**src/rtl/comp_pkg.sv**
```systemverilog
package comp_pkg;
  localparam int CH_W  = 8;
  localparam int N_CH  = 3;
  localparam int RGB_W = CH_W * N_CH;
  localparam int PIX_W = RGB_W + CH_W;

  typedef enum logic [1:0] {BL_OPAQUE = 2'd0, BL_GLOBAL = 2'd1, BL_PIXEL = 2'd2, BL_SPARE = 2'd3} blend_e;
  typedef enum logic [1:0] {KY_OFF = 2'd0, KY_BENEATH = 2'd1, KY_SELF = 2'd2, KY_SPARE = 2'd3} ksrc_e;

  typedef struct packed {
    blend_e             blend;
    logic [CH_W-1:0]    galpha;
    ksrc_e              ksrc;
    logic [RGB_W-1:0]   key;
    logic [RGB_W-1:0]   kmask;
  } plane_cfg_t;
endpackage

```
**src/rtl/comp_shadow.sv**
```systemverilog
module comp_shadow
  import comp_pkg::*;
(
  input  logic       clk,
  input  logic       rst,
  input  logic       load,
  input  plane_cfg_t new_gfx,
  input  plane_cfg_t new_vid,
  input  logic       new_gpos,
  input  logic       new_vpos,
  output plane_cfg_t eff_gfx,
  output plane_cfg_t eff_vid,
  output logic       eff_gpos,
  output logic       sh_gpos,
  output logic       sh_vpos
);
  localparam plane_cfg_t CFG_RST = '{blend: BL_OPAQUE, galpha: '0, ksrc: KY_OFF, key: '0, kmask: '0};

  plane_cfg_t sh_gfx, sh_vid;
  logic       order_ok;

  assign order_ok = (new_gpos != new_vpos);

  always_ff @(posedge clk) begin
    if (rst) begin
      sh_gfx  <= CFG_RST;
      sh_vid  <= CFG_RST;
      sh_gpos <= 1'b0;
      sh_vpos <= 1'b1;
    end else if (load) begin
      sh_gfx <= new_gfx;
      sh_vid <= new_vid;
      if (order_ok) begin
        sh_gpos <= new_gpos;
        sh_vpos <= new_vpos;
      end
    end
  end

  always_comb begin
    eff_gfx  = load ? new_gfx : sh_gfx;
    eff_vid  = load ? new_vid : sh_vid;
    eff_gpos = (load && order_ok) ? new_gpos : sh_gpos;
  end
endmodule

```
**src/rtl/comp_alpha_sel.sv**
```systemverilog
module comp_alpha_sel
  import comp_pkg::*;
(
  input  plane_cfg_t        cfg,
  input  logic [PIX_W-1:0]  px,
  input  logic [RGB_W-1:0]  beneath,
  output logic [CH_W-1:0]   alpha
);
  logic [RGB_W-1:0] probe;
  logic             key_on, key_hit;

  always_comb begin
    probe   = (cfg.ksrc == KY_SELF) ? px[RGB_W-1:0] : beneath;
    key_on  = (cfg.ksrc == KY_SELF) || (cfg.ksrc == KY_BENEATH);
    key_hit = key_on && (((probe ^ cfg.key) & cfg.kmask) == '0);
    unique case (cfg.blend)
      BL_GLOBAL: alpha = cfg.galpha;
      BL_PIXEL:  alpha = px[PIX_W-1:RGB_W];
      default:   alpha = '1;
    endcase
    if (key_hit) alpha = '0;
  end
endmodule

```
**src/rtl/comp_mix.sv**
```systemverilog
module comp_mix #(
  parameter int CW  = 8,
  parameter int NCH = 3
) (
  input  logic [CW-1:0]     a,
  input  logic [CW*NCH-1:0] fg,
  input  logic [CW*NCH-1:0] bg,
  output logic [CW*NCH-1:0] mix
);
  localparam int            SW   = 2 * CW + 1;
  localparam logic [SW-1:0] MAXV = SW'((1 << CW) - 1);
  localparam logic [SW-1:0] HALF = MAXV >> 1;

  logic [SW-1:0] a_w, ia_w;
  assign a_w  = SW'(a);
  assign ia_w = MAXV - a_w;

  for (genvar c = 0; c < NCH; c++) begin : g_ch
    logic [SW-1:0] f_w, b_w, sum, quo;
    always_comb begin
      f_w = SW'(fg[c*CW +: CW]);
      b_w = SW'(bg[c*CW +: CW]);
      sum = a_w * f_w + ia_w * b_w + HALF;
      quo = sum / MAXV;
    end
    assign mix[c*CW +: CW] = quo[CW-1:0];
  end
endmodule

```
**src/rtl/plane_compositor.sv**
```systemverilog
module plane_compositor
  import comp_pkg::*;
(
  input  logic                  clk,
  input  logic                  rst,
  input  logic                  frame_start,
  input  logic                  in_valid,
  input  logic [PIX_W-1:0]      in_gfx,
  input  logic [PIX_W-1:0]      in_vid,
  input  logic [1:0]            gfx_blend,
  input  logic [CH_W-1:0]       gfx_galpha,
  input  logic [1:0]            gfx_ksrc,
  input  logic [RGB_W-1:0]      gfx_key,
  input  logic [RGB_W-1:0]      gfx_kmask,
  input  logic [1:0]            vid_blend,
  input  logic [CH_W-1:0]       vid_galpha,
  input  logic [1:0]            vid_ksrc,
  input  logic [RGB_W-1:0]      vid_key,
  input  logic [RGB_W-1:0]      vid_kmask,
  input  logic                  gfx_pos,
  input  logic                  vid_pos,
  output logic                  out_valid,
  output logic [RGB_W-1:0]      out_rgb
);
  plane_cfg_t new_gfx, new_vid, eff_gfx, eff_vid;
  logic       eff_gpos, sh_gpos, sh_vpos;

  assign new_gfx = '{blend: blend_e'(gfx_blend), galpha: gfx_galpha, ksrc: ksrc_e'(gfx_ksrc), key: gfx_key, kmask: gfx_kmask};
  assign new_vid = '{blend: blend_e'(vid_blend), galpha: vid_galpha, ksrc: ksrc_e'(vid_ksrc), key: vid_key, kmask: vid_kmask};

  comp_shadow u_shadow (
    .clk(clk), .rst(rst), .load(frame_start),
    .new_gfx(new_gfx), .new_vid(new_vid), .new_gpos(gfx_pos), .new_vpos(vid_pos),
    .eff_gfx(eff_gfx), .eff_vid(eff_vid), .eff_gpos(eff_gpos),
    .sh_gpos(sh_gpos), .sh_vpos(sh_vpos)
  );

  // index 0 = graphics, 1 = video
  plane_cfg_t       p_cfg  [2];
  logic [PIX_W-1:0] p_px   [2];
  logic             p_top  [2];
  logic [CH_W-1:0]  p_alpha[2];

  assign p_cfg[0] = eff_gfx;
  assign p_cfg[1] = eff_vid;
  assign p_px[0]  = in_gfx;
  assign p_px[1]  = in_vid;
  assign p_top[0] = eff_gpos;
  assign p_top[1] = ~eff_gpos;

  for (genvar p = 0; p < 2; p++) begin : g_plane
    logic [RGB_W-1:0] beneath;
    assign beneath = p_top[p] ? p_px[1-p][RGB_W-1:0] : '0;
    comp_alpha_sel u_asel (
      .cfg(p_cfg[p]), .px(p_px[p]), .beneath(beneath), .alpha(p_alpha[p])
    );
  end

  logic [RGB_W-1:0] top_rgb, bot_rgb, bot_mix, fin_mix;
  logic [CH_W-1:0]  a_top, a_bot;

  always_comb begin
    top_rgb = eff_gpos ? in_gfx[RGB_W-1:0] : in_vid[RGB_W-1:0];
    bot_rgb = eff_gpos ? in_vid[RGB_W-1:0] : in_gfx[RGB_W-1:0];
    a_top   = eff_gpos ? p_alpha[0] : p_alpha[1];
    a_bot   = eff_gpos ? p_alpha[1] : p_alpha[0];
  end

  comp_mix #(.CW(CH_W), .NCH(N_CH)) u_mix_bot (
    .a(a_bot), .fg(bot_rgb), .bg('0), .mix(bot_mix)
  );

  logic             s1_v;
  logic [CH_W-1:0]  s1_a_top;
  logic [RGB_W-1:0] s1_top_rgb, s1_bot;

  always_ff @(posedge clk) begin
    if (rst) begin
      s1_v       <= 1'b0;
      s1_a_top   <= '0;
      s1_top_rgb <= '0;
      s1_bot     <= '0;
    end else begin
      s1_v <= in_valid;
      if (in_valid) begin
        s1_a_top   <= a_top;
        s1_top_rgb <= top_rgb;
        s1_bot     <= bot_mix;
      end
    end
  end

  comp_mix #(.CW(CH_W), .NCH(N_CH)) u_mix_top (
    .a(s1_a_top), .fg(s1_top_rgb), .bg(s1_bot), .mix(fin_mix)
  );

  always_ff @(posedge clk) begin
    if (rst) begin
      out_valid <= 1'b0;
      out_rgb   <= '0;
    end else begin
      out_valid <= s1_v;
      if (s1_v) out_rgb <= fin_mix;
    end
  end
endmodule

```
**config.mk**
```make
export PLATFORM = sky130hd
export DESIGN_NAME = plane_compositor
export DESIGN_NICKNAME = d
export VERILOG_FILES = /design/src/rtl/comp_pkg.sv /design/src/rtl/comp_shadow.sv /design/src/rtl/comp_alpha_sel.sv /design/src/rtl/comp_mix.sv /design/src/rtl/plane_compositor.sv
export SDC_FILE = /design/constraint.sdc
export NUM_CORES = 2
export LEC_CHECK = 0
export BUFFER_PORTS_ARGS = -buffer_cell sky130_fd_sc_hd__clkbuf_2
export CELL_PAD_IN_SITES_DETAIL_PLACEMENT = 1
export CELL_PAD_IN_SITES_GLOBAL_PLACEMENT = 2
export CORE_MARGIN = 2
export CORE_UTILIZATION = 33
export CTS_BUF_LIST = sky130_fd_sc_hd__clkbuf_8
export CTS_CLUSTER_DIAMETER = 200
export DETAILED_ROUTE_END_ITERATION = 6
export GPL_TIMING_DRIVEN = 0
export MAX_ROUTING_LAYER = met4
export PLACE_DENSITY = 0.72
export SLEW_MARGIN = 10
export SYNTH_ARGS = -nofsm -noshare
export SYNTH_HDL_FRONTEND = slang
export SYNTH_SLANG_ARGS = --single-unit
```
**constraint.sdc**
```tcl
create_clock -name clk -period 15.7 [get_ports clk]
set_clock_uncertainty 0.05 [all_clocks]
set_input_delay 1.57 -clock clk [delete_from_list [all_inputs] [get_ports clk]]
set_output_delay 1.57 -clock clk [all_outputs]
set_load 0.005 [all_outputs]
```
# == After elaboration in Yosys (flattened, before gate mapping) ==
# Index checks and enable logic that the tools add are counted.
# totals
input_bits,190
elab_cells,78
out_inout_bits,25
regBits,203
# op_classes
eq_ne,9
multipliers,9
n_div,6
n_reduce_logical,8
bitwise,4
n_addsub,10
muxes,15
# ops
cell,n
two-way mux 24 bit,6
two-way mux 60 bit,2
"adder 17 x 7 -> 17 bit, second input constant",6
"divider 17 x 8 -> 17 bit, second input constant",6
multiplier 8 x 8 -> 16 bit,6
adder 17 bit,3
multiplier 17 x 8 -> 17 bit,3
AND 24 bit,2
zero test 24 bit,2
bitwise XOR 24 bit,2
two-way mux 8 bit,4
case mux 8 bit (2 select lines),2
"subtractor 8 x 8 -> 9 bit, first input constant",1
"equality test 2 x 1 -> 1 bit, second input constant",4
"equality test 2 bit, second input constant",4
logical AND 1 bit,3
logical OR 1 bit,2
AND reduction 2 bit,1
two-way mux 1 bit,1
inequality test 1 bit,1

# == Logic depth before layout (Yosys ltp) ==
# logic_depth
ltp_word,14
mapped_depth,66
depth_no_buf,54

# == Cells and area by module ==
# From an unflattened synthesis, not the netlist that was laid out.
# hier_totals
hier_cells,6263
area_unflattened_um2,52645.5
# modules_own_cells
mod,area_each_um2,n_inst,cells_per_inst
comp_mix (u_mix_bot),21368.0,1,2672
comp_mix (u_mix_top),20858.8,1,2607
comp_shadow,5018.6,1,397
plane_compositor,3743.6,1,389
comp_alpha_sel,828.3,2,99

# == Worst setup path before layout ==
# OpenSTA, ideal clock, no wires.
# synth_path
path_type,input -> register
startpoint,input port frame_start
endpoint,register s1_bot[8]
arrival_time_ns,15.902
cell_stages,62
path_slack_ns,-0.330
path_buffers,13
setup_ns,0.079
cell_sequence,buf_6 -> buf_8 -> buf_12 -> buf_6 -> buf_6 -> buf_6 -> clkbuf_1 -> mux2_2 -> ha_1 -> buf_2 -> buf_2 -> mux2i_1 -> a21oi_1 -> mux2i_1 -> o2111ai_1 -> nor4_4 -> and2_0 -> clkbuf_1 -> (+26 left out) -> nor4_4 -> o21ai_1 -> xnor2_1 -> nand3_1 -> a221o_1 -> a211oi_2 -> nor3_1 -> a2111oi_4 -> nor4_4 -> or3_1 -> nand2_1 -> ha_1 -> nor3b_1 -> xnor2_1 -> nand4_1 -> mux2i_1 -> nand4_1 -> o211ai_1
# synth_rtl
item,line,rtl
from (decl),plane_compositor.sv:6,"input logic frame_start,"
to (signal assigned),plane_compositor.sv:88,s1_bot <= bot_mix;
to (decl),plane_compositor.sv:75,"logic [RGB_W-1:0] s1_top_rgb, s1_bot;"

==> flow_results.org <==
** STA
- The smallest clock period supported by the final layout is computed as ~15 ns.
- Setup violations remaining at the end of the flow were counted as 0.
- Hold timing on the final database bottoms out at a slack of ~0.43 ns.
- Post-route fraction of the period consumed by the critical path :: around 97%
- The count of final hold-check violations came to 0.
- Setup repair after global routing could not meet its margin everywhere.
- Based on the critical path, the design can be clocked at up to 65.9 MHz.
- Setup TNS after final layout :: 0 ns
- Slew headroom :: around 14%
- The final max-slew violation count was 0.
- At the pin with the least slew margin, the transition time is 1.25 ns.

** Setup path
- Among all stages on the critical path, the largest delay is contributed by sky130_fd_sc_hd__o41ai_1.
- By startpoint and endpoint, the worst setup path is classified as input pin to flop.
- Worst Path Arrival :: 15.66 ns
- STA classifies the critical path endpoint as a flop.
- In this design, the stage delay of the slowest critical-path cell is 0.68 ns.
- Along the worst path, the maximum fanout reaches 15.
- Cell type with the highest occurrence count on the critical path :: sky130_fd_sc_hd__buf_4
- Startpoint kind of the worst setup timing path :: input pin
- Critical Path RT :: 16.17 ns

** Yosys
- The number of nets handed over by synthesis was 6554.
- Counting flops with a built-in enable in the synthesized netlist gives 0.
- The cell area that synthesis handed to floorplanning was 0.0443 mm2.
- For this run, asynchronously set or reset flops after synthesis account for 0%.
- The netlist uses around 140 different library cells.
- In this run, synthesis produced a sequential element count of approximately 200.
- Syn avg cell area :: 7.89 um2
- Synthesis Warnings :: 0
- After technology mapping, the gate count stands at 5615.
- After synthesis, flip-flops and latches occupy 9.18% of the total area.
- Most instantiated flip-flop cell in the synthesis netlist :: sky130_fd_sc_hd__dfxtp_1

** Clock network
- Clock root buffer :: sky130_fd_sc_hd__clkbuf_8
- For this design, the CTS-stage hold fixing added 0 buffers.
- Clock latency on the worst-skew pair :: between 0.6 and 0.7 ns
- The clock passes through at most 3 buffers.
- TritonCTS built the clock tree.
- In this run, CTS created clock tree buffers numbering between 40 and 50.
- Clock-pin slew on the worst setup and hold paths :: about 0.06 ns
- Num Clock Sinks :: 203
- CTS built an H-tree with a depth of 2.

** Floorplanning
- Vert. Die Dim :: 370 um
- In this run the standard cell core region covers 0.133 mm2.
- The floorplan has between 100 and 150 rows.
- Overall die area :: around 0.14 mm2
- Once the floorplan was initialized, standard cells occupied between 30% and 40% of the core.
- Horizontal die dimension :: 370 um
- Pin placement for this block handled 215 I/O pins.

** Min path
- The min-delay analysis places its worst path in the category flop to flop.

** Routing
- The routed design has 168000 um of wire.
- In the routed design, unresolved DRC markers number 0.
- Routed WL per cell :: between 20 and 25 um
- Number of nets with antenna violations after routing :: 0
- The first routing iteration left 2182 violations.
- Number of detailed-route iterations in the first pass :: 7
- Vias :: 42750
- Via count normalized by instance count :: 5.49

** Global route
- Global routing consumed, on the met3 layer, between 2 and 2.5% of the routing resources.
- The number of global-route vias before repair is roughly 45000.
- Remaining Overflow, GRT :: 0
- Global routing usage summed across all routing layers :: 24.8%
- Largest net degree at the start of global routing :: 20
- First-pass GRT wire length :: 261000 um
- Number of antenna violations at the first check in global routing :: 14
- For met2 alone, demand over resource in global routing was 41.6%.
- Met1 global-route usage :: between 30% and 40%
- The layer flagged by global routing as most heavily used is met2.

** Place
- In this run the cell area measured after placement is approximately 0.048 mm2.
- # port buffers :: around 210
- After detailed placement, the design holds a cell count of ~7600.
- HPWL Detailed :: 137000 um
- Routability-driven placement finished with a final weighted congestion of just under 0.9.

** Finish
- Net count, final :: 6918
- Area overhead of the layout relative to synthesis :: 16.9%
- Post-route cell area :: 0.0518 mm2
- Final instance count without filler cells :: roughly 7800
- Fraction of final layout cells with drive strength greater than 1 :: 15.7%

** Status
- Result of the run :: finished, final reports clean

** Flow run
- Max-cap violations in this run came to 0.
-- state kept, by name (all words and copies together) (netlist names), 8 cells and up --
name	cells
out_rgb	24
s1_a_top	8
s1_bot	24
s1_top_rgb	24
u_shadow.sh_gfx	60
u_shadow.sh_vid	60
-- cell usage after synthesis (46+ instances only) --
library cell / count / share of area [%]
sky130_fd_sc_hd__o21a_1: 46 / 0.78
sky130_fd_sc_hd__or2_2: 57 / 0.81
sky130_fd_sc_hd__fa_1: 381 / 17
sky130_fd_sc_hd__o21ai_0: 133 / 1.5
sky130_fd_sc_hd__xnor2_1: 174 / 3.4
sky130_fd_sc_hd__or3_1: 54 / 0.76
sky130_fd_sc_hd__nand3_1: 102 / 1.2
sky130_fd_sc_hd__xor2_1: 94 / 1.9
sky130_fd_sc_hd__a31oi_1: 48 / 0.68
sky130_fd_sc_hd__ha_1: 368 / 10
sky130_fd_sc_hd__nor3_1: 124 / 1.4
sky130_fd_sc_hd__a21oi_1: 224 / 2.5
sky130_fd_sc_hd__dfxtp_1: 203 / 9.2
sky130_fd_sc_hd__a311oi_1: 51 / 1.0
sky130_fd_sc_hd__nand4_1: 49 / 0.69
sky130_fd_sc_hd__nor2b_1: 164 / 2.3
sky130_fd_sc_hd__nor2_1: 621 / 5.3
sky130_fd_sc_hd__clkbuf_1: 161 / 1.4
sky130_fd_sc_hd__mux2i_1: 197 / 4.5
sky130_fd_sc_hd__inv_1: 638 / 5.4
sky130_fd_sc_hd__and2_1: 151 / 2.1
sky130_fd_sc_hd__nand2_1: 387 / 3.3
sky130_fd_sc_hd__o211ai_1: 49 / 0.83
sky130_fd_sc_hd__a21o_1: 62 / 1.1
sky130_fd_sc_hd__a211oi_1: 90 / 1.5
sky130_fd_sc_hd__and3_1: 47 / 0.66
sky130_fd_sc_hd__nand2b_1: 165 / 2.3
-- path summary, 6_finish.rpt --
kind	start	to	slack [ns]	cells past startpoint
max	frame_start	s1_bot[8]	0.52	59
min	out_rgb[13]	out_rgb[13]	0.43	2
max reg2reg	s1_a_top[4]	out_rgb[1]	0.85	46
min reg2reg	out_rgb[13]	out_rgb[13]	0.43	2
-- per-stage QoR --
step	setup slack, ns	utilization (%)
floorplan	0.00458	-
global placement	-5.16	35.7
detailed placement	-4.92	35.7
CTS	-0.00130	37.7
global route	-0.141	38.8
finish	0.519	38.8
-- placed cells by master (no fill, tap or decap), types with 95 or more instances in the layout --
master	synthesis	routed
sky130_fd_sc_hd__dfxtp_1	203	203
sky130_fd_sc_hd__nand2_1	387	383
sky130_fd_sc_hd__a21oi_1	224	194
sky130_fd_sc_hd__nor2_1	621	605
sky130_fd_sc_hd__nor2b_1	164	162
sky130_fd_sc_hd__nor3_1	124	107
sky130_fd_sc_hd__fa_1	381	381
sky130_fd_sc_hd__and2_1	151	149
sky130_fd_sc_hd__mux2i_1	197	184
sky130_fd_sc_hd__xnor2_1	174	152
sky130_fd_sc_hd__ha_1	368	363
sky130_fd_sc_hd__nand2b_1	165	165
sky130_fd_sc_hd__clkbuf_2	0	230
sky130_fd_sc_hd__clkbuf_1	161	112
sky130_fd_sc_hd__o21ai_0	133	118
sky130_fd_sc_hd__nand3_1	102	95
sky130_fd_sc_hd__inv_1	638	646
sky130_fd_sc_hd__buf_4	6	128
-- area by class of cell --
type	count	area [um2]
Fill cell	16133	81500
Multi-Input combinational cell	4567	38900
Sequential cell	203	4060
Inverter	640	2400
Tap cell	1768	2210
Timing Repair Buffer	334	2040
Buffer	191	1070
Clock buffer	57	785
Clock inverter	21	244
Antenna cell	11	27.5
-- logic make-up (layout without fill, tap and decap cells) --
family / Yosys count / in the layout / synth area share, %
AO/OA/AOI/OAI: 1196 / 1196 / 20.1
flip-flops: 203 / 203 / 9.18
XOR/XNOR: 271 / 271 / 5.42
AND/OR/NAND/NOR: 2099 / 2099 / 24.2
adder cells (fa/ha/maj): 756 / 756 / 27.8
other: 0 / 11 / 0
buffers and inverters: 845 / 1243 / 7.54
multiplexers: 245 / 245 / 5.75
-- repair_timing --
action,4_1_cts,5_1_grt
pin swaps,45,64
setup buffers,60,62
endpoints found under the setup margin,24,15
endpoints found under the hold margin,0,0
gates resized for setup,230,240
-- metal layers --
layer	vias to the layer above	share of wire, %
met4	0	2.9
met3	196	3.3
met2	717	48
met1	21517	46
met5	-	0
li1	20320	-
-- critical path, delay by kind of cell --
family / cells / cell delay [ns]
XOR/XNOR: 4 / 0.95
multiplexers: 1 / 0.36
adder cells (fa/ha/maj): 7 / 2.86
AO/OA/AOI/OAI: 13 / 3.59
buffers and inverters: 15 / 2.26
AND/OR/NAND/NOR: 19 / 4.02
Power is left out: the tool's default activity adds up to more than one toggle a clock period on the data nets, which glitch-free logic cannot reach.
